`config.mk`:
```
export PLATFORM = sky130hd
export DESIGN_NAME = ubg_baud_gen
export DESIGN_NICKNAME = d
export VERILOG_FILES = /design/src/rtl/ubg_pkg.sv /design/src/rtl/ubg_cfg.sv /design/src/rtl/ubg_prescale.sv /design/src/rtl/ubg_bit_timer.sv /design/src/rtl/ubg_baud_gen.sv
export SDC_FILE = /design/constraint.sdc
export NUM_CORES = 1
export LEC_CHECK = 0
export BUFFER_PORTS_ARGS = -buffer_cell sky130_fd_sc_hd__buf_4
export CAP_MARGIN = 15
export CORE_MARGIN = 5
export CORE_UTILIZATION = 55
export CTS_CLUSTER_SIZE = 10
export DETAILED_ROUTE_END_ITERATION = 10
export GPL_TIMING_DRIVEN = 0
export MAX_ROUTING_LAYER = met4
export PLACE_DENSITY = 0.76
export SETUP_SLACK_MARGIN = 0.02
export SLEW_MARGIN = 30
export SYNTH_ARGS = -nofsm -noshare
export SYNTH_HDL_FRONTEND = slang
export SYNTH_SLANG_ARGS = --single-unit
```
`constraint.sdc`:
```
create_clock -name clk -period 4.4 [get_ports clk]
set_input_delay 0.66 -clock clk [delete_from_list [all_inputs] [get_ports clk]]
set_output_delay 0.66 -clock clk [all_outputs]
set_load 0.02 [all_outputs]
```
`src/rtl/ubg_pkg.sv`:
```
package ubg_pkg;

    localparam int MODE_W   = 2;
    localparam int DIV_W    = 16;
    localparam int OSR_W    = 8;
    localparam int FRAC_W   = 10;
    localparam int BIDX_W   = 4;
    localparam int ADDR_W   = 3;
    localparam int DATA_W   = 16;
    localparam int TIDX_W   = OSR_W + 1;
    localparam int LEGACY_TICKS = 16;
    localparam int LEGACY_SAMPLE = LEGACY_TICKS / 2 - 1;
    localparam int MASK_SPAN = 1 << BIDX_W;

    localparam logic [MODE_W-1:0] MODE_FAST = 2'd3;

    localparam logic [ADDR_W-1:0] RA_MODE    = 3'd0;
    localparam logic [ADDR_W-1:0] RA_DIV     = 3'd1;
    localparam logic [ADDR_W-1:0] RA_OSR     = 3'd2;
    localparam logic [ADDR_W-1:0] RA_SPT     = 3'd3;
    localparam logic [ADDR_W-1:0] RA_FRAC_LO = 3'd4;
    localparam logic [ADDR_W-1:0] RA_FRAC_HI = 3'd5;

    typedef struct packed {
        logic [MODE_W-1:0] mode;
        logic [DIV_W-1:0]  div;
        logic [OSR_W-1:0]  osr;
        logic [OSR_W-1:0]  spt;
        logic [FRAC_W-1:0] frac;
    } timing_cfg_t;

    localparam timing_cfg_t CFG_RESET = '{
        mode: '0,
        div:  16'd1,
        osr:  '0,
        spt:  '1,
        frac: '0
    };

    function automatic logic [DIV_W-1:0] eff_div(input logic [DIV_W-1:0] d);
        return (d == '0) ? DIV_W'(1) : d;
    endfunction

    function automatic logic is_fast(input logic [MODE_W-1:0] m);
        return m == MODE_FAST;
    endfunction

endpackage

```
`src/rtl/ubg_cfg.sv`:
```
module ubg_cfg
    import ubg_pkg::*;
(
    input  logic              clk,
    input  logic              rst,
    input  logic              wr_en,
    input  logic [ADDR_W-1:0] wr_addr,
    input  logic [DATA_W-1:0] wr_data,
    input  logic              frame_start,
    output timing_cfg_t       active
);

    timing_cfg_t shadow;

    always_ff @(posedge clk) begin
        if (rst) begin
            shadow <= CFG_RESET;
        end else if (wr_en) begin
            case (wr_addr)
                RA_MODE:    shadow.mode            <= wr_data[MODE_W-1:0];
                RA_DIV:     shadow.div             <= wr_data[DIV_W-1:0];
                RA_OSR:     shadow.osr             <= wr_data[OSR_W-1:0];
                RA_SPT:     shadow.spt             <= wr_data[OSR_W-1:0];
                RA_FRAC_LO: shadow.frac[7:0]       <= wr_data[7:0];
                RA_FRAC_HI: shadow.frac[FRAC_W-1:8] <= wr_data[FRAC_W-9:0];
                default: ;
            endcase
        end
    end

    always_ff @(posedge clk) begin
        if (rst)
            active <= CFG_RESET;
        else if (frame_start)
            active <= shadow;
    end

    // working set only moves on a frame start
    a_r9_hold: assert property (@(posedge clk) disable iff (rst)
        !frame_start |=> $stable(active));

endmodule

```
`src/rtl/ubg_prescale.sv`:
```
module ubg_prescale
    import ubg_pkg::*;
(
    input  logic             clk,
    input  logic             rst,
    input  logic             frame_start,
    input  logic [DIV_W-1:0] div,
    output logic             tick,
    output logic             running
);

    logic [DIV_W-1:0] cnt;
    logic [DIV_W-1:0] limit;
    logic             wrap;

    assign limit = eff_div(div);
    assign wrap  = cnt >= (limit - DIV_W'(1));
    assign tick  = running && wrap;

    always_ff @(posedge clk) begin
        if (rst) begin
            cnt     <= '0;
            running <= 1'b0;
        end else if (frame_start) begin
            cnt     <= '0;
            running <= 1'b1;
        end else if (running) begin
            cnt <= wrap ? '0 : cnt + DIV_W'(1);
        end
    end

    // frame start restarts the prescaler
    a_r2_restart: assert property (@(posedge clk) disable iff (rst)
        frame_start |=> (cnt == '0) && running);

    // ticks are spaced by the divisor when it exceeds one
    a_r2_spacing: assert property (@(posedge clk) disable iff (rst)
        tick && (limit != DIV_W'(1)) && !frame_start |=> !tick);

    // a zero divisor ticks on every running cycle
    a_r3_zero_div: assert property (@(posedge clk) disable iff (rst)
        running && (div == '0) |-> tick);

endmodule

```
`src/rtl/ubg_bit_timer.sv`:
```
module ubg_bit_timer
    import ubg_pkg::*;
(
    input  logic              clk,
    input  logic              rst,
    input  logic              frame_start,
    input  logic              tick,
    input  timing_cfg_t       cfg,
    input  logic [BIDX_W-1:0] bit_idx,
    output logic              sample,
    output logic              bit_end
);

    logic [TIDX_W-1:0]    tidx;
    logic [TIDX_W-1:0]    last_idx;
    logic [TIDX_W-1:0]    spt_idx;
    logic [MASK_SPAN-1:0] mask_ext;
    logic                 fast;
    logic                 stretch;
    logic                 at_last;

    assign fast     = is_fast(cfg.mode);
    assign mask_ext = {{(MASK_SPAN-FRAC_W){1'b0}}, cfg.frac};
    assign stretch  = fast && mask_ext[bit_idx];

    always_comb begin
        if (fast) begin
            last_idx = {1'b0, cfg.osr} + {{(TIDX_W-1){1'b0}}, stretch};
            spt_idx  = {1'b0, cfg.spt};
        end else begin
            last_idx = TIDX_W'(LEGACY_TICKS - 1);
            spt_idx  = TIDX_W'(LEGACY_SAMPLE);
        end
    end

    assign at_last = tidx >= last_idx;
    assign bit_end = tick && at_last;
    assign sample  = tick && (tidx == spt_idx);

    always_ff @(posedge clk) begin
        if (rst || frame_start)
            tidx <= '0;
        else if (tick)
            tidx <= at_last ? '0 : tidx + TIDX_W'(1);
    end

    // a bit end is followed by tick index 0
    a_r8_wrap: assert property (@(posedge clk) disable iff (rst)
        bit_end |=> (tidx == '0));

    // legacy bits never count past sixteen ticks
    a_r4_legacy_range: assert property (@(posedge clk) disable iff (rst)
        !fast |-> (tidx < TIDX_W'(LEGACY_TICKS)));

endmodule

```
`src/rtl/ubg_baud_gen.sv`:
```
module ubg_baud_gen
    import ubg_pkg::*;
(
    input  logic              clk,
    input  logic              rst,
    input  logic              wr_en,
    input  logic [ADDR_W-1:0] wr_addr,
    input  logic [DATA_W-1:0] wr_data,
    input  logic              frame_start,
    input  logic [BIDX_W-1:0] bit_idx,
    output logic              tick,
    output logic              sample,
    output logic              bit_end
);

    timing_cfg_t active_cfg;
    logic        running;

    ubg_cfg u_cfg (
        .clk         (clk),
        .rst         (rst),
        .wr_en       (wr_en),
        .wr_addr     (wr_addr),
        .wr_data     (wr_data),
        .frame_start (frame_start),
        .active      (active_cfg)
    );

    ubg_prescale u_pre (
        .clk         (clk),
        .rst         (rst),
        .frame_start (frame_start),
        .div         (active_cfg.div),
        .tick        (tick),
        .running     (running)
    );

    ubg_bit_timer u_bit (
        .clk         (clk),
        .rst         (rst),
        .frame_start (frame_start),
        .tick        (tick),
        .cfg         (active_cfg),
        .bit_idx     (bit_idx),
        .sample      (sample),
        .bit_end     (bit_end)
    );

    // nothing is strobed before the first frame start
    a_r1_quiet: assert property (@(posedge clk) disable iff (rst)
        !running |-> !(sample || bit_end));

endmodule

```
# Word level (Yosys, flattened, before mapping)
# Cells that the tools add are included.
[classes] n_addsub=4 magnitude_cmp=3 n_eq_ne=7 mux=7 n_reduce_logical=14
[op_table] operator="$mux 16" n=2
[op_table] operator="$mux 9" n=2
[op_table] operator="$add 16x1->16 const B" n=1
[op_table] operator="$ge 16x16->1" n=1
[op_table] operator="$logic_not 16->1" n=1
[op_table] operator="$sub 16x1->16 const B" n=1
[op_table] operator="$reduce_and 2->1" n=6
[op_table] operator="$add 8x1->9" n=1
[op_table] operator="$add 9x1->9 const B" n=1
[op_table] operator="$eq 9x8->1" n=1
[op_table] operator="$ge 9x9->1" n=1
[op_table] operator="$mux 8" n=1
[op_table] operator="$eq 3x2->1 const B" n=2
[op_table] operator="$eq 3x3->1 const B" n=2
[op_table] operator="$lt 4x5->1 const B" n=1
[op_table] operator="$bmux 1 s4" n=1
[op_table] operator="$logic_and 1x1->1" n=4
[op_table] operator="$eq 3x1->1 const B" n=1
[op_table] operator="$logic_not 3->1" n=1
[op_table] operator="$eq 2x2->1 const B" n=1
[op_table] operator="$reduce_or 2->1" n=1
[op_table] operator="$logic_or 1x1->1" n=1
[op_table] operator="$mux 1" n=1
[word_totals] regBits=114 out_inout_bits=3 wordCells=49

# Logic depth before layout (Yosys ltp)
[logic_depth] word_depth=7 ltp_mapped=19 mapped_depth_nobuf=19

# Hierarchy
# Synthesis repeated with hierarchy kept, for this count alone.
[unflattened] hier_cells=617 area_unflattened_um2=5930.7
[modules_own_cells] module="ubg_cfg" instances=1 cells_per_inst=319 area_per_inst_um2=3413.3
[modules_own_cells] module="ubg_prescale" instances=1 cells_per_inst=160 area_per_inst_um2=1370.1
[modules_own_cells] module="ubg_bit_timer" instances=1 cells_per_inst=138 area_per_inst_um2=1147.4

# Least setup slack after synthesis
# OpenSTA, ideal clock, no wires.
[synth_timing] kind="register to output" from="register u_cfg.active[34] (netlist name)" to="output port sample" t_arrival_ns=3.857 setup_slack_ns=-0.117 stages_incl_launch_ff=18 n_path_buf=0 cell_sequence="dfxtp_1 > or3_1 > or3_1 > or3_4 > nor3_4 > a21oi_1 > ha_1 > nand3_1 > nor2_1 > nand2_1 > xor2_1 > ha_1 > nand4_1 > nor3_1 > o311ai_0 > nand3_1 > nand2_1 > nor3_1"
[synth_between] elab_chain_cells=6
[synth_rtl] element="from (decl)" line="ubg_cfg.sv:10" rtl="output timing_cfg_t active"
[synth_rtl] element="from (signal assigned)" line="ubg_cfg.sv:35" rtl="active <= shadow;"
[synth_rtl] element="$logic_not 16->1" line="ubg_pkg.sv:41" rtl="return (d == '0) ? DIV_W'(1) : d;"
[synth_rtl] element="$mux 16 *" line="ubg_pkg.sv:41"
[synth_rtl] element="$sub 16x1->16 *" line="ubg_prescale.sv:17" rtl="assign wrap = cnt >= (limit - DIV_W'(1));"
[synth_rtl] element="$ge 16x16->1 *" line="ubg_prescale.sv:17"
[synth_rtl] element="$logic_and 1x1->1 *" line="ubg_prescale.sv:18" rtl="assign tick = running && wrap;"
[synth_rtl] element="$logic_and 1x1->1 *" line="ubg_bit_timer.sv:38" rtl="assign sample = tick && (tidx == spt_idx);"
[synth_rtl] element="to (decl)" line="ubg_baud_gen.sv:12" rtl="output logic sample,"
# Every way passes the cells marked *; elsewhere a longest branch is shown, timed or not.

# Worst setup path in the final report
# Same ends and word-level chain as after synthesis.

==> impl_metrics.sql <==
INSERT INTO impl_metrics (metric_group, metric, value, unit) VALUES
('sta', 'grt_setup_unrepaired', 'true', ''),
('clock_tree', 'buffer_depth_of_the_longest_clock_path', '2', ''),
('run_status', 'failed_checks', 'setup timing', ''),
('floorplanning', 'core_region_area', '9770', 'um2'),
('pwr', 'p_int', '0.00192', 'W'),
('pwr', 'power.density', '382', 'nW/um2'),
('synth', 'synth_compound_area_share', '10.2', '%'),
('grt', 'grt_overflow_total', '0', ''),
('final_layout', 'area.sequential', '2290', 'um2'),
('setup_path', 'critPathLaunchType', 'flip-flop', ''),
('floorplanning', 'fp.dieArea', '12200', 'um2'),
('grt', 'wire_length_of_the_first_global_routing_pass', '22700', 'um'),
('sta', 'finalHoldViolCount', '0', ''),
('synth', 'netlist_area', '5530', 'um2'),
('placement', 'number_of_i_o_port_buffers', '29', ''),
('pwr', 'power.switching', '0.000635', 'W'),
('routing', 'detailedRoute.firstIterationViolations', '222', ''),
('final_layout', 'drive_above_1_share', '13.5', '%'),
('synth', 'synth_top_family_by_area', 'simple AND/OR/NAND/NOR gates', ''),
('routing', 'via_count', '4759', ''),
('sta', 'slew_headroom', '50.5', '%'),
('routing', 'finalWirelength', '13500', 'um'),
('pwr', 'power_switching_share', '24.8', '%'),
('pwr', 'seq_power_share', '41.7', '%'),
('sta', 'period_utilization', '109', '%'),
('sta', 'period_needed', '4790', 'ps'),
('synth', 'netlist-cell-type-count', '48', ''),
('clock_tree', 'max_h_tree_level', '4', ''),
('sta', 'max_slew.worst_pin.slew', '742', 'ps'),
('final_layout', 'fin_area', '6690', 'um2'),
('floorplanning', 'dieWidth', '110', 'um'),
('clock_tree', 'clock-sinks', '114', ''),
('floorplanning', 'chipHeight', '110', 'um'),
('synth', 'post-synth-top-area-fraction', '41.3', '%'),
('clock_tree', 'cts.reportedPaths.clkPinSlew', '60', 'ps'),
('final_layout', 'postLayoutCoreUtil', '68.5', '%'),
('placement', 'dpl_cell_area', '5920', 'um2'),
('pwr', 'comb_power_share', '9.0', '%'),
('sta', 'fmax', '209', 'MHz'),
('final_layout', 'multi_input_area', '3220', 'um2'),
('sta', 'timing.final.max_slew_violations', '0', ''),
('sta', 'finClkSkew', '8.95', 'ps'),
('synth', 'synth_area_per_cell', '8.56', 'um2'),
('setup_path', 'timing.critical_path.arrival', '4130', 'ps'),
('synth', 'synth-async-reset-ratio', '0', '%'),
('worst_hold_path', 'min_path_type', 'in2reg', ''),
('run_status', 'outcome', 'complete, but fails checks', ''),
('synth', 'post_synth_xor_area_fraction', '5.38', '%'),
('synth', 'synthSimpleGateAreaFrac', '24.5', '%'),
('synth', 'post_synth_main_area_contributors', 'sky130_fd_sc_hd__dfxtp_1 41%, sky130_fd_sc_hd__mux2i_1 8.3%, sky130_fd_sc_hd__nand2_1 7.4%, sky130_fd_sc_hd__ha_1 6.8%, sky130_fd_sc_hd__nor2_1 5.4%', ''),
('floorplanning', 'pin_count', '30', ''),
('placement', 'hpwl', '9590', 'um'),
('clock_tree', 'clkLatencyLatePin', '510', 'ps'),
('setup_path', 'path_class', 'reg2out', ''),
('synth', 'synth-seq-cells', '114', ''),
('pwr', 'power.share.clock', '49.3', '%'),
('pwr', 'leak_pwr', '2.68', 'nW'),
('routing', 'wl_per_cell', '15.8', 'um'),
('setup_path', 'endpoint_kind', 'output port', ''),
('final_layout', 'antennaDiodeCount', '0', ''),
('sta', 'final.setup.worst_slack', '-390', 'ps'),
('sta', 'timing.final.setup_violations', '22', ''),
('synth', 'synth-edff-count', '0', ''),
('synth', 'syn_inst', '646', ''),
('grt', 'largest_net_degree_at_the_start_of_global_routing', '17', ''),
('routing', 'post_drt_via_cell_ratio', '5.59', ''),
('floorplanning', 'rows', '36', ''),
('final_layout', 'nNetsFinal', '763', ''),
('setup_path', 'crit_fanout', '3', ''),
('grt', 'track_usage', '24.6', '%'),
('synth', 'synth.mux.area_fraction', '9.14', '%');
[flip-flops by register name, summed over array words and instances, names as in the netlist]
register and count:
u_cfg.shadow 44, u_pre.cnt 16, u_bit.tidx 9, u_cfg.active 44
u_pre.running 1
[worst max-delay path: stages, from the launching register on]
cell and delay (ps):
sky130_fd_sc_hd__dfxtp_4 340, sky130_fd_sc_hd__or3_4 380, sky130_fd_sc_hd__or3_4 340, sky130_fd_sc_hd__or3_4 360, sky130_fd_sc_hd__nor3_4 170, sky130_fd_sc_hd__a21oi_2 90
sky130_fd_sc_hd__ha_2 200, sky130_fd_sc_hd__nand3_4 80, sky130_fd_sc_hd__nor2_4 50, sky130_fd_sc_hd__nand2_2 80, sky130_fd_sc_hd__xor2_1 70, sky130_fd_sc_hd__ha_1 280
sky130_fd_sc_hd__nand4_1 170, sky130_fd_sc_hd__nor3_4 330, sky130_fd_sc_hd__o311ai_4 150, sky130_fd_sc_hd__nand3_2 130, sky130_fd_sc_hd__nand2_4 90, sky130_fd_sc_hd__nor3_4 160
sky130_fd_sc_hd__buf_6 140
[final timing paths]
path | end | slack, ps | startpoint | cells past startpoint
max reg2reg | u_pre.cnt[6]$_SDFFE_PP0P_ | -290 | u_cfg.active[34]$_SDFFE_PP0P_ | 21
min | u_cfg.shadow[38]$_SDFFE_PP0P_ | 400 | wr_data[12] | 3
min reg2reg | u_cfg.shadow[5]$_SDFFE_PP0P_ | 460 | u_cfg.shadow[5]$_SDFFE_PP0P_ | 2
max | sample | -390 | u_cfg.active[34]$_SDFFE_PP0P_ | 18
[cells in the final DEF (no fill, tap or decap), types with 4 or more instances in the layout]
cell type and instances:
sky130_fd_sc_hd__or3_1 4, sky130_fd_sc_hd__and2_1 5, sky130_fd_sc_hd__o31a_1 4, sky130_fd_sc_hd__a211o_1 9, sky130_fd_sc_hd__nand4_1 11, sky130_fd_sc_hd__nand3b_1 9, sky130_fd_sc_hd__inv_1 7, sky130_fd_sc_hd__a21oi_1 44
sky130_fd_sc_hd__clkbuf_16 16, sky130_fd_sc_hd__clkbuf_1 28, sky130_fd_sc_hd__and4_1 4, sky130_fd_sc_hd__nor2b_1 15, sky130_fd_sc_hd__xor2_1 16, sky130_fd_sc_hd__xnor2_1 18, sky130_fd_sc_hd__mux2i_1 46, sky130_fd_sc_hd__clkinvlp_4 4
sky130_fd_sc_hd__nand2_1 106, sky130_fd_sc_hd__buf_1 6, sky130_fd_sc_hd__clkinv_4 4, sky130_fd_sc_hd__buf_4 39, sky130_fd_sc_hd__and3_1 11, sky130_fd_sc_hd__dfxtp_1 112, sky130_fd_sc_hd__o21ai_0 11, sky130_fd_sc_hd__nand3_1 16
sky130_fd_sc_hd__ha_1 29, sky130_fd_sc_hd__nor2_1 77, sky130_fd_sc_hd__nor3_1 6
[cells by family (layout without fill, tap and decap cells)]
group	count (synthesis)	count (layout)
muxes	48	48
and+or+nand+nor	289	289
xor gates and xnor gates	34	34
DFF	114	114
adders and majority gates	30	30
buffers and inverters	40	113
AOI/OAI and AO/OA	91	91
[power by group through the flow]
stage / clock [W] / combinational (W) / sequential [W]
after floorplan: 0 / 0.000123 / 0.00108
after detailed placement: 0 / 0.000185 / 0.00109
after CTS: 0.00127 / 0.000213 / 0.00107
final: 0.00126 / 0.000230 / 0.00107
after global placement: 0 / 0.000180 / 0.00109
after global routing: 0.00133 / 0.000251 / 0.00107
[metal layers]
metal	GRT usage, %	share of wire, %	wire, um	vias to the layer above
met5	-	0	0	-
met4	9.41	2.1	286	0
met3	4.83	4.6	623	26
met2	39.6	48	6480	99
met1	30.5	45	6110	2274
li1	-	-	-	2360
[metrics by stage]
step	instances	TNS, ps	hold WS [ps]	power [W]	worst slack (ps)
floorplan	646	0	435	0.00121	41.6
global placement	808	-7630	442	0.00127	-501
detailed placement	808	-10250	449	0.00127	-616
CTS	849	-1180	384	0.00255	-380
global route	852	-11570	394	0.00265	-659
finish	852	-4770	399	0.00256	-390
[area by class of cell]
cell class,instances,share of cell area [%]
multi-input cells,492,48.1
repair buffers,41,4.71
inverters,8,0.524
well taps,133,2.49
clock buffers,22,6.62
clock inverters,10,1.55
flip-flops and latches,114,34.2
plain buffers,32,1.83
[timing repair]
| action | CTS | global route |
|---|---|---|
| gates resized for setup | 25 | 7 |
| pin swaps | 8 | 5 |
| setup endpoints to repair | 27 | 23 |
| setup buffers | 9 | 3 |
(Power assumes the default switching activity.)
